## config.mk

```make
export PLATFORM = sky130hd
export DESIGN_NAME = mpb_slave
export DESIGN_NICKNAME = d
export VERILOG_FILES = /design/src/rtl/mpb_pkg.sv /design/src/rtl/mpb_strobe_sync.sv /design/src/rtl/mpb_addr_decode.sv /design/src/rtl/mpb_regs.sv /design/src/rtl/mpb_read_port.sv /design/src/rtl/mpb_slave.sv
export SDC_FILE = /design/constraint.sdc
export NUM_CORES = 1
export LEC_CHECK = 0
export BUFFER_PORTS_ARGS = -buffer_cell sky130_fd_sc_hd__buf_2
export CAP_MARGIN = 10
export CELL_PAD_IN_SITES_DETAIL_PLACEMENT = 0
export CELL_PAD_IN_SITES_GLOBAL_PLACEMENT = 1
export CORE_UTILIZATION = 45
export CTS_CLUSTER_DIAMETER = 80
export DETAILED_ROUTE_END_ITERATION = 6
export GPL_TIMING_DRIVEN = 0
export PLACE_DENSITY = 0.89
export SLEW_MARGIN = 10
export SYNTH_ARGS = -nofsm -noshare
export SYNTH_HDL_FRONTEND = slang
export SYNTH_SLANG_ARGS = --single-unit
```

## constraint.sdc

```tcl
create_clock -name clk_i -period 4.3 [get_ports clk_i]
set_clock_uncertainty 0.1 [all_clocks]
set_input_delay 0.43 -clock clk_i [delete_from_list [all_inputs] [get_ports clk_i]]
set_output_delay 0.43 -clock clk_i [all_outputs]
set_load 0.05 [all_outputs]
```

## src/rtl/mpb_pkg.sv

```systemverilog
package mpb_pkg;
  typedef enum logic [1:0] {
    REG_SAMPLE = 2'd0,
    REG_STATUS = 2'd1,
    REG_CTRL   = 2'd2,
    REG_RSVD   = 2'd3
  } reg_sel_e;
endpackage

```

## src/rtl/mpb_strobe_sync.sv

```systemverilog
module mpb_strobe_sync #(
  parameter int STAGES = 2
) (
  input  logic clk_i,
  input  logic rst_ni,
  input  logic strobe_i,
  output logic level_o,
  output logic rise_o,
  output logic fall_o
);
  logic [STAGES-1:0] chain_q;
  logic              last_q;

  generate
    for (genvar i = 0; i < STAGES; i++) begin : g_stage
      if (i == 0) begin : g_first
        always_ff @(posedge clk_i or negedge rst_ni)
          if (!rst_ni) chain_q[0] <= 1'b0;
          else         chain_q[0] <= strobe_i;
      end else begin : g_next
        always_ff @(posedge clk_i or negedge rst_ni)
          if (!rst_ni) chain_q[i] <= 1'b0;
          else         chain_q[i] <= chain_q[i-1];
      end
    end
  endgenerate

  always_ff @(posedge clk_i or negedge rst_ni)
    if (!rst_ni) last_q <= 1'b0;
    else         last_q <= chain_q[STAGES-1];

  assign level_o = chain_q[STAGES-1];
  assign rise_o  = level_o & ~last_q;
  assign fall_o  = ~level_o & last_q;
endmodule

```

## src/rtl/mpb_addr_decode.sv

```systemverilog
module mpb_addr_decode
  import mpb_pkg::*;
#(
  parameter int AD_W    = 16,
  parameter int ID_W    = 3,
  parameter int SEL_LSB = 4,
  parameter int SEL_W   = 2
) (
  input  logic            clk_i,
  input  logic            rst_ni,
  input  logic            ale_fall_i,
  input  logic [AD_W-1:0] ad_i,
  input  logic [ID_W-1:0] chan_id_i,
  output logic            match_o,
  output reg_sel_e        sel_o
);
  localparam logic [AD_W-1:0] ID_MASK  = AD_W'((1 << ID_W) - 1);
  localparam logic [AD_W-1:0] SEL_MASK = AD_W'(((1 << SEL_W) - 1) << SEL_LSB);
  localparam logic [AD_W-1:0] PAD_MASK = ~(ID_MASK | SEL_MASK);

  logic [AD_W-1:0] addr_q;

  always_ff @(posedge clk_i or negedge rst_ni)
    if (!rst_ni)         addr_q <= '1;
    else if (ale_fall_i) addr_q <= ad_i;

  assign sel_o   = reg_sel_e'(addr_q[SEL_LSB +: SEL_W]);
  assign match_o = (addr_q[ID_W-1:0] == chan_id_i) && ((addr_q & PAD_MASK) == '0);

  // address held between strobes
  p_addr_hold_r2: assert property (@(posedge clk_i) disable iff (!rst_ni)
    !ale_fall_i |=> $stable(addr_q));
endmodule

```

## src/rtl/mpb_regs.sv

```systemverilog
module mpb_regs
  import mpb_pkg::*;
#(
  parameter int                 AD_W     = 16,
  parameter logic [AD_W-1:0]    CTRL_RST = '0
) (
  input  logic            clk_i,
  input  logic            rst_ni,
  input  logic            match_i,
  input  reg_sel_e        sel_i,
  input  logic            rd_rise_i,
  input  logic            wr_fall_i,
  input  logic [AD_W-1:0] ad_i,
  input  logic [AD_W-1:0] sample_i,
  input  logic            sample_valid_i,
  output logic [AD_W-1:0] word_o,
  output logic            readable_o,
  output logic [AD_W-1:0] ctrl_o
);
  logic [AD_W-1:0] sample_q, ctrl_q;
  logic            fresh_q;
  logic            wr_hit, sample_rd;

  assign wr_hit    = wr_fall_i && match_i && (sel_i == REG_CTRL);
  assign sample_rd = rd_rise_i && match_i && (sel_i == REG_SAMPLE);

  always_ff @(posedge clk_i or negedge rst_ni)
    if (!rst_ni)             sample_q <= '0;
    else if (sample_valid_i) sample_q <= sample_i;

  always_ff @(posedge clk_i or negedge rst_ni)
    if (!rst_ni)     ctrl_q <= CTRL_RST;
    else if (wr_hit) ctrl_q <= ad_i;

  // new sample wins over a clear in the same cycle
  always_ff @(posedge clk_i or negedge rst_ni)
    if (!rst_ni)             fresh_q <= 1'b0;
    else if (sample_valid_i) fresh_q <= 1'b1;
    else if (sample_rd)      fresh_q <= 1'b0;

  always_comb begin
    unique case (sel_i)
      REG_SAMPLE: word_o = sample_q;
      REG_STATUS: word_o = {{(AD_W-1){1'b0}}, fresh_q};
      REG_CTRL:   word_o = ctrl_q;
      default:    word_o = '0;
    endcase
  end

  assign readable_o = match_i && (sel_i != REG_RSVD);
  assign ctrl_o     = ctrl_q;

  // control changes only on a qualifying write end
  p_ctrl_only_on_write_r6: assert property (@(posedge clk_i) disable iff (!rst_ni)
    !(wr_fall_i && match_i && sel_i == REG_CTRL) |=> $stable(ctrl_q));
  // a sample pulse always leaves the flag set
  p_fresh_set_r7: assert property (@(posedge clk_i) disable iff (!rst_ni)
    sample_valid_i |=> fresh_q);
  // flag falls only after a sample read starts
  p_fresh_clear_r8: assert property (@(posedge clk_i) disable iff (!rst_ni)
    $fell(fresh_q) |-> $past(rd_rise_i && match_i && sel_i == REG_SAMPLE));
endmodule

```

## src/rtl/mpb_read_port.sv

```systemverilog
module mpb_read_port #(
  parameter int AD_W = 16
) (
  input  logic            clk_i,
  input  logic            rst_ni,
  input  logic            rd_level_i,
  input  logic            rd_rise_i,
  input  logic            readable_i,
  input  logic [AD_W-1:0] word_i,
  output logic [AD_W-1:0] ad_o,
  output logic            ad_oe_o
);
  logic [AD_W-1:0] hold_q;
  logic            oe_q;

  always_ff @(posedge clk_i or negedge rst_ni)
    if (!rst_ni) begin
      hold_q <= '0;
      oe_q   <= 1'b0;
    end else if (rd_rise_i) begin
      hold_q <= word_i;
      oe_q   <= readable_i;
    end else if (!rd_level_i) begin
      oe_q   <= 1'b0;
    end

  assign ad_oe_o = oe_q;
  assign ad_o    = oe_q ? hold_q : '0;

  // driven word steady across the strobe
  p_word_frozen_r5: assert property (@(posedge clk_i) disable iff (!rst_ni)
    (oe_q && $past(oe_q)) |-> $stable(ad_o));
  // driver turns on only following a detected read start
  p_oe_after_rise_r9: assert property (@(posedge clk_i) disable iff (!rst_ni)
    $rose(oe_q) |-> $past(rd_rise_i));
endmodule

```

## src/rtl/mpb_slave.sv

```systemverilog
module mpb_slave
  import mpb_pkg::*;
#(
  parameter int              AD_W        = 16,
  parameter int              ID_W        = 3,
  parameter int              SEL_LSB     = 4,
  parameter int              SYNC_STAGES = 2,
  parameter logic [AD_W-1:0] CTRL_RST    = '0
) (
  input  logic            clk_i,
  input  logic            rst_ni,
  input  logic [ID_W-1:0] chan_id_i,
  input  logic            ale_i,
  input  logic            rd_i,
  input  logic            wr_i,
  input  logic [AD_W-1:0] ad_i,
  output logic [AD_W-1:0] ad_o,
  output logic            ad_oe_o,
  input  logic [AD_W-1:0] sample_i,
  input  logic            sample_valid_i,
  output logic [AD_W-1:0] ctrl_o
);
  localparam int SEL_W = $bits(reg_sel_e);
  localparam int N_STB = 3;

  logic [N_STB-1:0] stb_in, stb_lvl, stb_rise, stb_fall;
  logic             match, readable;
  reg_sel_e         sel;
  logic [AD_W-1:0]  word;

  assign stb_in = {wr_i, rd_i, ale_i};

  generate
    for (genvar s = 0; s < N_STB; s++) begin : g_sync
      mpb_strobe_sync #(.STAGES(SYNC_STAGES)) u_sync (
        .clk_i   (clk_i),
        .rst_ni  (rst_ni),
        .strobe_i(stb_in[s]),
        .level_o (stb_lvl[s]),
        .rise_o  (stb_rise[s]),
        .fall_o  (stb_fall[s])
      );
    end
  endgenerate

  mpb_addr_decode #(.AD_W(AD_W), .ID_W(ID_W), .SEL_LSB(SEL_LSB), .SEL_W(SEL_W)) u_dec (
    .clk_i     (clk_i),
    .rst_ni    (rst_ni),
    .ale_fall_i(stb_fall[0]),
    .ad_i      (ad_i),
    .chan_id_i (chan_id_i),
    .match_o   (match),
    .sel_o     (sel)
  );

  mpb_regs #(.AD_W(AD_W), .CTRL_RST(CTRL_RST)) u_regs (
    .clk_i         (clk_i),
    .rst_ni        (rst_ni),
    .match_i       (match),
    .sel_i         (sel),
    .rd_rise_i     (stb_rise[1]),
    .wr_fall_i     (stb_fall[2]),
    .ad_i          (ad_i),
    .sample_i      (sample_i),
    .sample_valid_i(sample_valid_i),
    .word_o        (word),
    .readable_o    (readable),
    .ctrl_o        (ctrl_o)
  );

  mpb_read_port #(.AD_W(AD_W)) u_rd (
    .clk_i     (clk_i),
    .rst_ni    (rst_ni),
    .rd_level_i(stb_lvl[1]),
    .rd_rise_i (stb_rise[1]),
    .readable_i(readable),
    .word_i    (word),
    .ad_o      (ad_o),
    .ad_oe_o   (ad_oe_o)
  );

  // quiet output when released; driver implies a read strobe
  p_quiet_when_off_r4: assert property (@(posedge clk_i) disable iff (!rst_ni)
    !ad_oe_o |-> (ad_o == '0));
  p_oe_needs_read_r4: assert property (@(posedge clk_i) disable iff (!rst_ni)
    ad_oe_o |-> $past(stb_lvl[1]));
endmodule

```

Yosys cells after proc, flatten, opt, wreduce, memory -nomap -nowiden --
Cells that the tools add are included.
Storage, ports and cells: bits in registers 75
Cells by class: equal/unequal tests 5, mux-type cells 6, bitwise gates (word level) 6, reductions and logical operators 9
Operator list (number):
- 16-bit case mux with 3 select lines | 1
- 16-bit logical NOT | 1
- 16-bit 2-to-1 mux | 1
- 1-bit logical AND | 6
- 1-bit 2-to-1 mux | 4
- 1-bit AND | 3
- 3-bit == test | 1
- 1-bit inverter | 3
- 2-bit by 1-bit == test with 1-bit output (second input constant) | 1
- 2-bit == test (second input constant) | 1
- 2-bit logical NOT | 1
- 2-bit by 1-bit inequality test with 1-bit output (second input constant) | 1
- 2-bit inequality test (second input constant) | 1
- 2-bit nonzero test | 1

Depth between registers and ports, before layout --
depth after elaboration 6, gate-level depth with buffers 5

Hierarchy --
From an unflattened synthesis, not the netlist that was laid out.
Unflattened totals: cell total of the unflattened synthesis 223, area, all modules 3293.2 um2
By module, submodules not included:
- mpb_regs | instances 1, cells each 109, area each 1551.5 um2
- mpb_read_port | instances 1, cells each 55, area each 783.3 um2
- mpb_addr_decode | instances 1, cells each 44, area each 688.2 um2
- mpb_strobe_sync | instances 3, cells each 5, area each 90.1 um2

Worst setup path before layout --
Ideal clock, no wire load.
path type input port to flip-flop, start point input chan_id_i[0], end point register u_regs.ctrl_q[10] (netlist: u_regs.ctrl_o[10]), setup time 125 ps, arrival 1975 ps, required time 4075 ps, slack 2101 ps, stages on the path 5, path buffers 1, path through xor2_1 -> or4_4 -> nor4_4 -> buf_6 -> mux2_2
On the way: cells in the longest elaborated chain, start to end 4
Ends and longest elaborated chain:
- start, declared | RTL line mpb_slave.sv:12 | input logic [ID_W-1:0] chan_id_i,
- 3-bit == test | RTL line mpb_addr_decode.sv:28 | assign match_o = (addr_q[ID_W-1:0] == chan_id_i) && ((addr_q & PAD_MASK) == '0);
- 1-bit logical AND | RTL line mpb_addr_decode.sv:28
- 1-bit logical AND (2 in a row) | RTL line mpb_regs.sv:24 | assign wr_hit = wr_fall_i && match_i && (sel_i == REG_CTRL);
- end signal, assigned | RTL line mpb_regs.sv:33 | else if (wr_hit) ctrl_q <= ad_i;
- end, declared | RTL line mpb_regs.sv:20 | logic [AD_W-1:0] sample_q, ctrl_q;
Every way passes these cells. A chain may end at the register's enable or synchronous reset.

Worst setup path in the final report --
start point register u_dec.addr_q[0], end point register u_regs.ctrl_q[8] (netlist: u_regs.ctrl_o[8])
On the way: cells in the longest elaborated chain, start to end 4
Ends and longest elaborated chain:
- start, declared | RTL line mpb_addr_decode.sv:21 | logic [AD_W-1:0] addr_q;
- start signal, assigned | RTL line mpb_addr_decode.sv:25 | else if (ale_fall_i) addr_q <= ad_i;
- 3-bit == test | RTL line mpb_addr_decode.sv:28
- 1-bit logical AND | RTL line mpb_addr_decode.sv:28
- 1-bit logical AND (2 in a row) | RTL line mpb_regs.sv:24
Every way passes these cells.

==> results by group <==
Outcome
  • Outcome: complete, but fails checks
  • Failing checks: design-rule violations

Timing
  • Fin crit period: 2.461 ns
  • F_max: 406.3 MHz
  • Final setup fails: 0
  • Period Utilization, post-route: 57.23%
  • Max Slew Vio Count: 0
  • Relative slew slack: 54.04%
  • Final hold vios: 0
  • Least-Margin Pin Slew: 0.6894 ns
  • RSZ-0062 raised after global routing: no
  • Setup tns final: 0 ns

Worst hold path
  • Hold wc startpoint: wr_i
  • WHS Endpoint: g_sync[2].u_sync.chain_q[0]
  • Hold Path Stages: 1
  • Worst min path class: input port to flop

Final layout
  • Area growth syn-to-layout: 21.57%
  • Ant. Diodes: 0
  • Final instance area: 0.003716 mm2
  • Fillers: 575
  • NumNets Final: 347
  • Ratio of cells with drive above 1 in the final layout: 50.48%
  • Finished Layout Cells: 388

Critical path
  • Reg2reg end: u_regs.ctrl_o[8]
  • Worst r2r path cells: 5
  • R2r setup slk: 1.84 ns
  • Crit Path Category: flop to flop
  • Startpoint Class: flop
  • Critical path capture point type: flop
  • CP Data Required Time: 4.42 ns
  • Reg2reg start: u_dec.addr_q[0]
  • Critical Path Fanout Max: 10
  • WP data arrival: 2.58 ns

Clock tree
  • H-tree depth: 3
  • Clock Tree Buf Depth: 2
  • CTS Sinks: 75
  • Clk_lat worst skew: 0.34 ns
  • Post_cts resized: 0
  • Num CTS Buffers: 9
  • Clock transition at path regs: 0.08 ns
  • Root buffer cell: clkbuf_8
  • CTS tree: done

Job
  • Max-cap violation count: 0

Global routing
  • First-pass GRT wire length: 10020 um
  • Gr ovfl total: 0
  • Initial antenna violation count: 0
  • Vias in the first global route: 1970
  • Global-route total usage across every layer: 18.57%
  • Largest net degree at the start of global routing: 41

Synth
  • Mapped Cells: 221
  • Synth cell types: 27
  • Ys flop type: dfrtp_1
  • Mapped Nets: 262
  • Area leader, netlist: dfrtp_1
  • Commonest cells post-synth: dfrtp_1 (59), mux2_2 (48), nand2_1 (19)
  • Cell with the most instances after synthesis: dfrtp_1
  • Proportion of netlist area held by the largest area contributor: 48.30%
  • Mapped cell area: 0.003057 mm2
  • Synth async-reset ratio: 100.0%
  • Number of enable flip-flop cells after synthesis: 0
  • Seq/Total Area, Yosys: 62.05%
  • Syn Area/Cell: 13.83 um2
  • Synth area leaders: dfrtp_1 (48%), mux2_2 (18%), dfstp_2 (14%), mux2i_1 (5.2%), and2_1 (3.3%)
  • Yosys reg bits: 75
  • Yosys warnings: 0

Placement
  • IO Port Bufs: 72
  • Routability congestion estimate: 0.7743
  • Dpl hpwl: 4460 um
  • # placed instances: 371
  • Area after DPL: 0.003536 mm2

Routing
  • # DRC: 3
  • Metal3 WL: 308 um
  • DRT antenna net count: 0
  • Average wire per standard cell: 15.57 um
  • Final WL: 6043 um
  • DRT Pass-1 Iters: 7
  • Starting DRC count in detailed routing: 95
  • Post-Route M1 WL: 2806 um
  • DR vias: 1912
  • Vias per Instance: 4.928
  • Highest Signal Layer: met4
  • WL met2: 2849 um

Floorplanning
  • Core area: 0.006459 mm2
  • Die Wd: 84.42 um
  • IO Pins: 74
  • DIE AREA: 0.007126 mm2
  • Die H: 84.42 um
  • Num rows: 29
  • Initial core utilization: 47.33%

Power and ir drop
  • Peak VDD IR: 0.2360 mV
  • P_leak: 1.809 nW
  • Cell area power density: 397.2 mW/mm2
  • Total Power: 1.476 mW
-- sequential cells by signal (all words and copies together) (netlist names) --
signal / count
g_sync.u_sync.last_q: 3
g_sync.u_sync.level_o: 3
u_regs.ctrl_o: 16
u_rd.ad_oe_o: 1
u_regs.sample_q: 16
u_rd.hold_q: 16
u_regs.fresh_q: 1
g_sync.u_sync.chain_q: 3
u_dec.addr_q: 16
-- through the flow --
| stage | util [%] | hold slack (ns) | worst slack (ns) |
|---|---|---|---|
| after floorplan | - | 0.03441 | 2.101 |
| after global placement | 54.40 | 0.2337 | 1.794 |
| after detailed placement | 54.75 | 0.2358 | 1.763 |
| after CTS | 57.54 | 0.07491 | 1.849 |
| after global routing | 57.54 | 0.06969 | 1.762 |
| final | 57.54 | 0.08750 | 1.839 |
-- cell type report --
class	instances	area, um2	share of cell area (%)
multi-input combinational	135	1110	29.87
tap	77	96.34	2.593
clock inverter	5	28.78	0.7744
buffer	11	50.05	1.347
clock buffer	11	141.4	3.805
sequential	75	1897	51.04
timing repair buffer	74	392.9	10.57
-- logic make-up (layout without fill, tap and decap cells) --
group / after synthesis / count (layout) / synth area share (%)
AOI/OAI and AO/OA: 20 / 20 / 3.643
xor gates and xnor gates: 3 / 3 / 0.8598
buffers and inverters: 11 / 101 / 1.637
DFF: 75 / 75 / 62.05
muxes: 64 / 64 / 22.92
and+or+nand+nor: 48 / 48 / 8.883
-- power by group --
part	internal, mW	switching [mW]	total [mW]	leakage, nW
clock	0.222	0.246	0.468	0.0928
combinational	0.0863	0.0952	0.182	0.804
sequential	0.790	0.0366	0.826	0.913
-- layout by cell type (no fill, tap or decap), drive strengths merged --
| master | instances |
|---|---|
| buf | 76 |
| dfrtp | 59 |
| mux2 | 48 |
| nand2 | 19 |
| clkbuf | 19 |
| and2 | 16 |
| mux2i | 16 |
| o21ai | 16 |
| dfstp | 16 |
| clkinv | 5 |
| nor4 | 3 |
| nor2b | 2 |
| xnor2 | 2 |
| nand2b | 2 |
| xor2 | 1 |
| or4 | 1 |
| nand3b | 1 |
| nand4 | 1 |
| or3 | 1 |
| o31ai | 1 |
| or2 | 1 |
| a2111o | 1 |
| a21boi | 1 |
| nor2 | 1 |
| a21oi | 1 |
| dlygate4sd3 | 1 |
-- worst max-delay path, cell delays in order, from the launching register on --
cell and delay [ns]:
dfstp_2 0.54, xor2_1 0.06, or4_4 0.46, nor4_4 0.58
buf_6 0.24, mux2_2 0.34
-- routing by layer --
metal / vias to the layer above / track usage [%]
met2: 42 / 29.28
met5: - / 0
met4: 0 / 6.009
met3: 8 / 4.818
met1: 920 / 25.43
li1: 942 / -
-- how the worst max path moves through the flow --
stage	startpoint	to	depth (start not counted)
global route	u_dec.addr_q[0]	u_regs.ctrl_o[7]	5
detailed placement	chan_id_i[0]	u_regs.ctrl_o[5]	6
floorplan	chan_id_i[0]	u_regs.ctrl_o[10]	5
global placement	chan_id_i[0]	u_regs.ctrl_o[8]	6
finish	u_dec.addr_q[0]	u_regs.ctrl_o[8]	5
CTS	u_dec.addr_q[0]	u_regs.ctrl_o[8]	5
-- timing repair --
action / in CTS / in global routing
buffers inserted: 0 / 0
hold buffers: 1 / 0
hold endpoints to repair: 24 / 0
Power figures use the tool's default switching activity.
